### src/rtl/uart_tx_pkg.sv
package uart_tx_pkg;
  localparam int unsigned DATA_W   = 8;
  localparam int unsigned MIN_BITS = 5;
  localparam int unsigned MAX_STOP = 2;
  localparam int unsigned FRAME_W  = 1 + DATA_W + 1 + MAX_STOP;
  localparam int unsigned BITS_W   = $clog2(FRAME_W + 1);

  typedef struct packed {
    logic [1:0] wlen;
    logic       stop2;
    logic       par_en;
    logic       par_sel;
    logic       par_stick;
  } fmt_t;
endpackage

### src/rtl/uart_tx_hold.sv
module uart_tx_hold #(
  parameter int unsigned W = 8
) (
  input  logic         clk_i,
  input  logic         rst_ni,
  input  logic [W-1:0] data_i,
  input  logic         valid_i,
  output logic         ready_o,
  input  logic         take_i,
  output logic         full_o,
  output logic [W-1:0] q_o
);
  logic full_q;
  logic [W-1:0] q_q;

  assign ready_o = !full_q;
  assign full_o  = full_q;
  assign q_o     = q_q;

  always_ff @(posedge clk_i or negedge rst_ni) begin
    if (!rst_ni) begin
      full_q <= 1'b0;
      q_q    <= '0;
    end else if (valid_i && !full_q) begin
      full_q <= 1'b1;
      q_q    <= data_i;
    end else if (take_i) begin
      full_q <= 1'b0;
    end
  end
endmodule

### src/rtl/uart_tx_framer.sv
module uart_tx_framer
  import uart_tx_pkg::*;
(
  input  logic [DATA_W-1:0]  data_i,
  input  fmt_t               fmt_i,
  output logic [FRAME_W-1:0] frame_o,
  output logic [BITS_W-1:0]  nbits_o
);
  logic [3:0]        nd;
  logic [DATA_W-1:0] dm;
  logic              par_bit;

  always_comb begin
    nd = 4'(MIN_BITS) + {2'b00, fmt_i.wlen};
    for (int i = 0; i < int'(DATA_W); i++) dm[i] = (i < int'(nd)) ? data_i[i] : 1'b0;
    // fixed level: sel=0 -> 1, sel=1 -> 0; else sel=1 even, sel=0 odd
    if (fmt_i.par_stick) par_bit = ~fmt_i.par_sel;
    else                 par_bit = fmt_i.par_sel ? ^dm : ~^dm;
    frame_o    = '1;                 // stop bits and unused tail stay 1
    frame_o[0] = 1'b0;
    for (int i = 0; i < int'(DATA_W); i++)
      if (i < int'(nd)) frame_o[1+i] = dm[i];
    if (fmt_i.par_en) frame_o[1+int'(nd)] = par_bit;
    nbits_o = BITS_W'(4'd2 + nd + {3'b000, fmt_i.par_en} + {3'b000, fmt_i.stop2});
  end
endmodule

### src/rtl/uart_tx_shifter.sv
module uart_tx_shifter #(
  parameter int unsigned FRAME_W = 12,
  parameter int unsigned BITS_W  = 4,
  parameter int unsigned OVS     = 16
) (
  input  logic               clk_i,
  input  logic               rst_ni,
  input  logic               tick_i,
  input  logic               load_i,
  input  logic [FRAME_W-1:0] frame_i,
  input  logic [BITS_W-1:0]  nbits_i,
  output logic               busy_o,
  output logic [BITS_W-1:0]  left_o,
  output logic               line_o
);
  localparam int unsigned PH_W = $clog2(OVS);

  logic [FRAME_W-1:0] sh_q;
  logic [BITS_W-1:0]  left_q;
  logic [PH_W-1:0]    ph_q;
  logic               busy_q;

  assign busy_o = busy_q;
  assign left_o = left_q;
  assign line_o = busy_q ? sh_q[0] : 1'b1;

  always_ff @(posedge clk_i or negedge rst_ni) begin
    if (!rst_ni) begin
      sh_q   <= '1;
      left_q <= '0;
      ph_q   <= '0;
      busy_q <= 1'b0;
    end else if (load_i) begin
      sh_q   <= frame_i;
      left_q <= nbits_i;
      ph_q   <= '0;
      busy_q <= 1'b1;
    end else if (busy_q && tick_i) begin
      if (ph_q == PH_W'(OVS - 1)) begin
        ph_q   <= '0;
        sh_q   <= {1'b1, sh_q[FRAME_W-1:1]};
        left_q <= left_q - 1'b1;
        if (left_q == BITS_W'(1)) busy_q <= 1'b0;
      end else begin
        ph_q <= ph_q + 1'b1;
      end
    end
  end
endmodule

### src/rtl/uart_tx_top.sv
module uart_tx_top
  import uart_tx_pkg::*;
#(
  parameter int unsigned OVS = 16
) (
  input  logic              clk_i,
  input  logic              rst_ni,
  input  logic              tick16_i,
  input  logic [1:0]        wlen_i,
  input  logic              stop2_i,
  input  logic              par_en_i,
  input  logic              par_sel_i,
  input  logic              par_stick_i,
  input  logic              brk_i,
  input  logic [DATA_W-1:0] data_i,
  input  logic              valid_i,
  output logic              ready_o,
  output logic              txd_o,
  output logic              idle_o
);
  fmt_t               fmt;
  logic               full, load, busy, line;
  logic [DATA_W-1:0]  held;
  logic [FRAME_W-1:0] frame;
  logic [BITS_W-1:0]  nbits, bits_left;

  assign fmt  = '{wlen: wlen_i, stop2: stop2_i, par_en: par_en_i,
                  par_sel: par_sel_i, par_stick: par_stick_i};
  assign load = full && !busy;

  uart_tx_hold #(.W(DATA_W)) hold_i (
    .clk_i, .rst_ni, .data_i, .valid_i, .ready_o,
    .take_i(load), .full_o(full), .q_o(held)
  );

  uart_tx_framer framer_i (
    .data_i(held), .fmt_i(fmt), .frame_o(frame), .nbits_o(nbits)
  );

  uart_tx_shifter #(.FRAME_W(FRAME_W), .BITS_W(BITS_W), .OVS(OVS)) shift_i (
    .clk_i, .rst_ni, .tick_i(tick16_i), .load_i(load), .frame_i(frame),
    .nbits_i(nbits), .busy_o(busy), .left_o(bits_left), .line_o(line)
  );

  // break gates only the pin; shifter runs on unaware
  assign txd_o  = line & ~brk_i;
  assign idle_o = !busy && !full;
endmodule

### config.mk
export PLATFORM = sky130hd
export DESIGN_NAME = uart_tx_top
export DESIGN_NICKNAME = d
export VERILOG_FILES = /design/src/rtl/uart_tx_pkg.sv /design/src/rtl/uart_tx_hold.sv /design/src/rtl/uart_tx_framer.sv /design/src/rtl/uart_tx_shifter.sv /design/src/rtl/uart_tx_top.sv
export SDC_FILE = /design/constraint.sdc
export NUM_CORES = 1
export LEC_CHECK = 0
export BUFFER_PORTS_ARGS = -buffer_cell sky130_fd_sc_hd__buf_2
export CAP_MARGIN = 20
export CORE_MARGIN = 2
export CORE_UTILIZATION = 56
export CTS_BUF_LIST = sky130_fd_sc_hd__clkbuf_4 sky130_fd_sc_hd__clkbuf_8 sky130_fd_sc_hd__clkbuf_16
export DETAILED_ROUTE_END_ITERATION = 6
export PLACE_DENSITY = 0.79
export SETUP_SLACK_MARGIN = 0.5
export SLEW_MARGIN = 20
export SYNTH_ARGS = -nofsm -noshare
export SYNTH_HDL_FRONTEND = slang
export SYNTH_HIERARCHICAL = 1
export SYNTH_SLANG_ARGS = --single-unit
### constraint.sdc
create_clock -name clk_i -period 4.3 [get_ports clk_i]
set_input_delay 0.86 -clock clk_i [delete_from_list [all_inputs] [get_ports clk_i]]
set_output_delay 0.86 -clock clk_i [all_outputs]
set_load 0.03 [all_outputs]
==> reports/summary.txt <==
Ys Warns: 6
Final setup fails: 0
Number of diodes: 0
Cts hold-fix bufs: 0
Largest fanout on the critical path: 7
Die Y: 64.2 um
Initial antenna violation count: 0
Largest net degree at the start of global routing: 31
GR Util met2: 36.8%
Post-route setup TNS: 0 ns
Total power draw: 1.52 mW
Synth Instances: 202
Syn nets: 235
Leakage power: 0.931 nW
H-tree depth: 2
Critical path type: input port to register
Layout cells sized above 1: 25.7%
Synth Flop Type: dfrtp_1
Worst hold path class: register to register
CTS root buf: clkbuf_4
Number of synthesized register bits: 30
Area of the core: 0.00342 mm2
Max frequency: 335 MHz
Routed vias: 1599
Total CTS buffers: 5
Drt first pass iters: 4
Core Rows: 21
Final period util: 69.4%
Worst hold margin: 0.500 ns
Mapped Avg Cell Area: 10.1 um2
Die area: 0.00412 mm2
Resized Gates After CTS: 0
PortBufs: 21
Gp weighted congestion: 0.789
RSZ-0062 raised after global routing: false
First-pass GRT wire length: 7620 um
Total power per unit cell area: 692 mW/mm2
Via density: 6.15
Post-Syn Area: 0.00203 mm2
Register area share after synthesis: 37.7%
Vias in the first global route: 1611
Post-route ant nets: 0
Clock buffer depth: 2
Most Used Layer, Global Route: met2
Clock slew at reported path FFs: 0.10 ns
Run status: complete, no violations
Met3 Use GR: 5.11%
CTS tree: done
Max_cap viols: 0
Wirelength per Cell: 16.4 um
Starting Density: 59.5%
CP endpoint kind: register
Startpoint types: input port
Critical path arrival: 3.25 ns
DRC Markers: 0
# IOs: 22
Relative slew slack: 36.4%
Cell variety after synth: 48
Horiz. Die Dim: 64.2 um
Post-CTS Setup Repair Bufs: 0
Grt ovf: 0
Syn-to-layout area delta: 8.13%
Nets@finish: 246
Detail Placement HPWL: 3000 um
Total GRT Usage: 23.8%
Clk_skew: 0.00879 ns
Tmin final: 2.98 ns
DRT iter0 DRCs: 110
Met1 Use GR: 32.5%
EDFF count, synth: 0
Asr flop ratio synth: 100%
Final Max Tran Viols: 0
Final Hold Viols: 0
Clock sink total: 30
Post-Route WL: 4270 um
Clk Latency, worst-skew pair: 0.34 ns
Peak VDD IR: 0.493 mV
Tightest Pin Transition: 0.951 ns
Critical path required time: 4.57 ns
path summary, 6_finish.rpt:
kind | start | to | slack [ns] | depth (start not counted)
worst max-delay path | wlen_i[0] | shift_i/sh_q[5] | 1.32 | 11
worst min-delay path | shift_i/sh_q[8] | shift_i/sh_q[8] | 0.50 | 2
worst max register to register | hold_i/q_o[0] | shift_i/sh_q[5] | 2.13 | 6
worst min register to register | shift_i/sh_q[8] | shift_i/sh_q[8] | 0.50 | 2
max in group asynchronous | rst_ni | hold_i/q_o[6] | 3.32 | 1
min in group asynchronous | rst_ni | shift_i/left_o[3] | 0.54 | 1
area by class of cell:
type                    instances  area (um2)
multi-input cells             144        1140
clock inverters                 1        30.0
flip-flops and latches         30         766
clock buffers                   7        58.8
well taps                      46        57.6
inverters                      11        41.3
fillers                       282        1220
repair buffers                 21         105
where the power goes:
part           total, mW  switching [mW]  internal, mW
clock              0.250           0.105         0.145
combinational      0.693           0.351         0.341
sequential         0.578           0.139         0.439
sequential cells by signal (all words and copies together) (netlist names):
register and count:
shift_i/sh_q 12, hold_i/q_o 8, shift_i/left_o 4, shift_i/ph_q 4, hold_i/full_o 1, shift_i/busy_o 1
kinds of logic after synthesis:
logic type      count (synthesis)  synth area share (%)
compound gates                 59                  21.4
xor+xnor                       11                  5.48
fa+ha+maj                      14                  9.00
buf+inv                        28                  6.28
flops                          30                  37.7
mux                             8                  5.92
other cells                     1                 0.185
simple gates                   51                  14.0
Yosys cell counts, drive strengths merged, types with 2 or more instances:
library cell,instances,area share [%]
ha,13,8.0
nand2,15,2.8
o2111ai,2,0.86
nand3,5,1.5
a221o,2,0.99
nand3b,2,0.74
o31ai,4,1.5
a41oi,11,4.7
mux2,8,5.9
xnor2,7,3.0
a21oi,5,1.2
dfstp,12,16
nor2,8,1.5
a2bb2oi,12,5.2
o21ai,16,3.9
dfrtp,18,22
nor3,3,0.99
clkbuf,10,1.8
or3,2,0.62
inv,11,2.0
buf,7,2.4
nor2b,5,1.9
nor4,2,0.62
xor2,3,1.3
critical path, stage by stage:
cell       delay (ns)
buf_2            0.13
inv_1            0.16
ha_1             0.25
inv_1            0.07
ha_1             0.18
nor2b_1          0.13
xnor2_1          0.19
xor3_1           0.53
o21a_4           0.25
o31ai_1          0.31
a2bb2oi_1        0.20
cell usage in the layout, fill, tap and decap left out, types with 2 or more instances in the layout:
cell type,n
dfstp_2,12
o2111ai_1,2
nor2b_1,4
nor4_1,2
buf_2,21
dfrtp_1,18
a2bb2oi_1,12
nand2_1,15
or3_1,2
a21oi_1,5
nor2_1,8
nor3_1,2
a41oi_1,11
o31ai_1,4
nand3b_1,2
ha_1,13
o21ai_0,16
mux2_4,8
xor2_1,3
inv_1,11
nand3_1,4
a221o_1,2
xnor2_1,7
clkbuf_4,6
layer usage:
layer  routed length (um)  vias to the layer above
li1                     -                      758
met1                 1890                      774
met2                 2040                       59
met3                  261                        8
met4                   74                        0
met5                    0                        -
per-stage QoR:
stage	area, um2	worst slack, ns	std cells	utilization (%)
after floorplan	2030	1.42	202	-
after global placement	2110	1.10	252	61.7
after detailed placement	2110	0.978	252	61.7
after CTS	2200	1.32	260	64.3
after global routing	2200	1.15	260	64.3
final	2200	1.32	260	64.3
(Power assumes the default switching activity.)
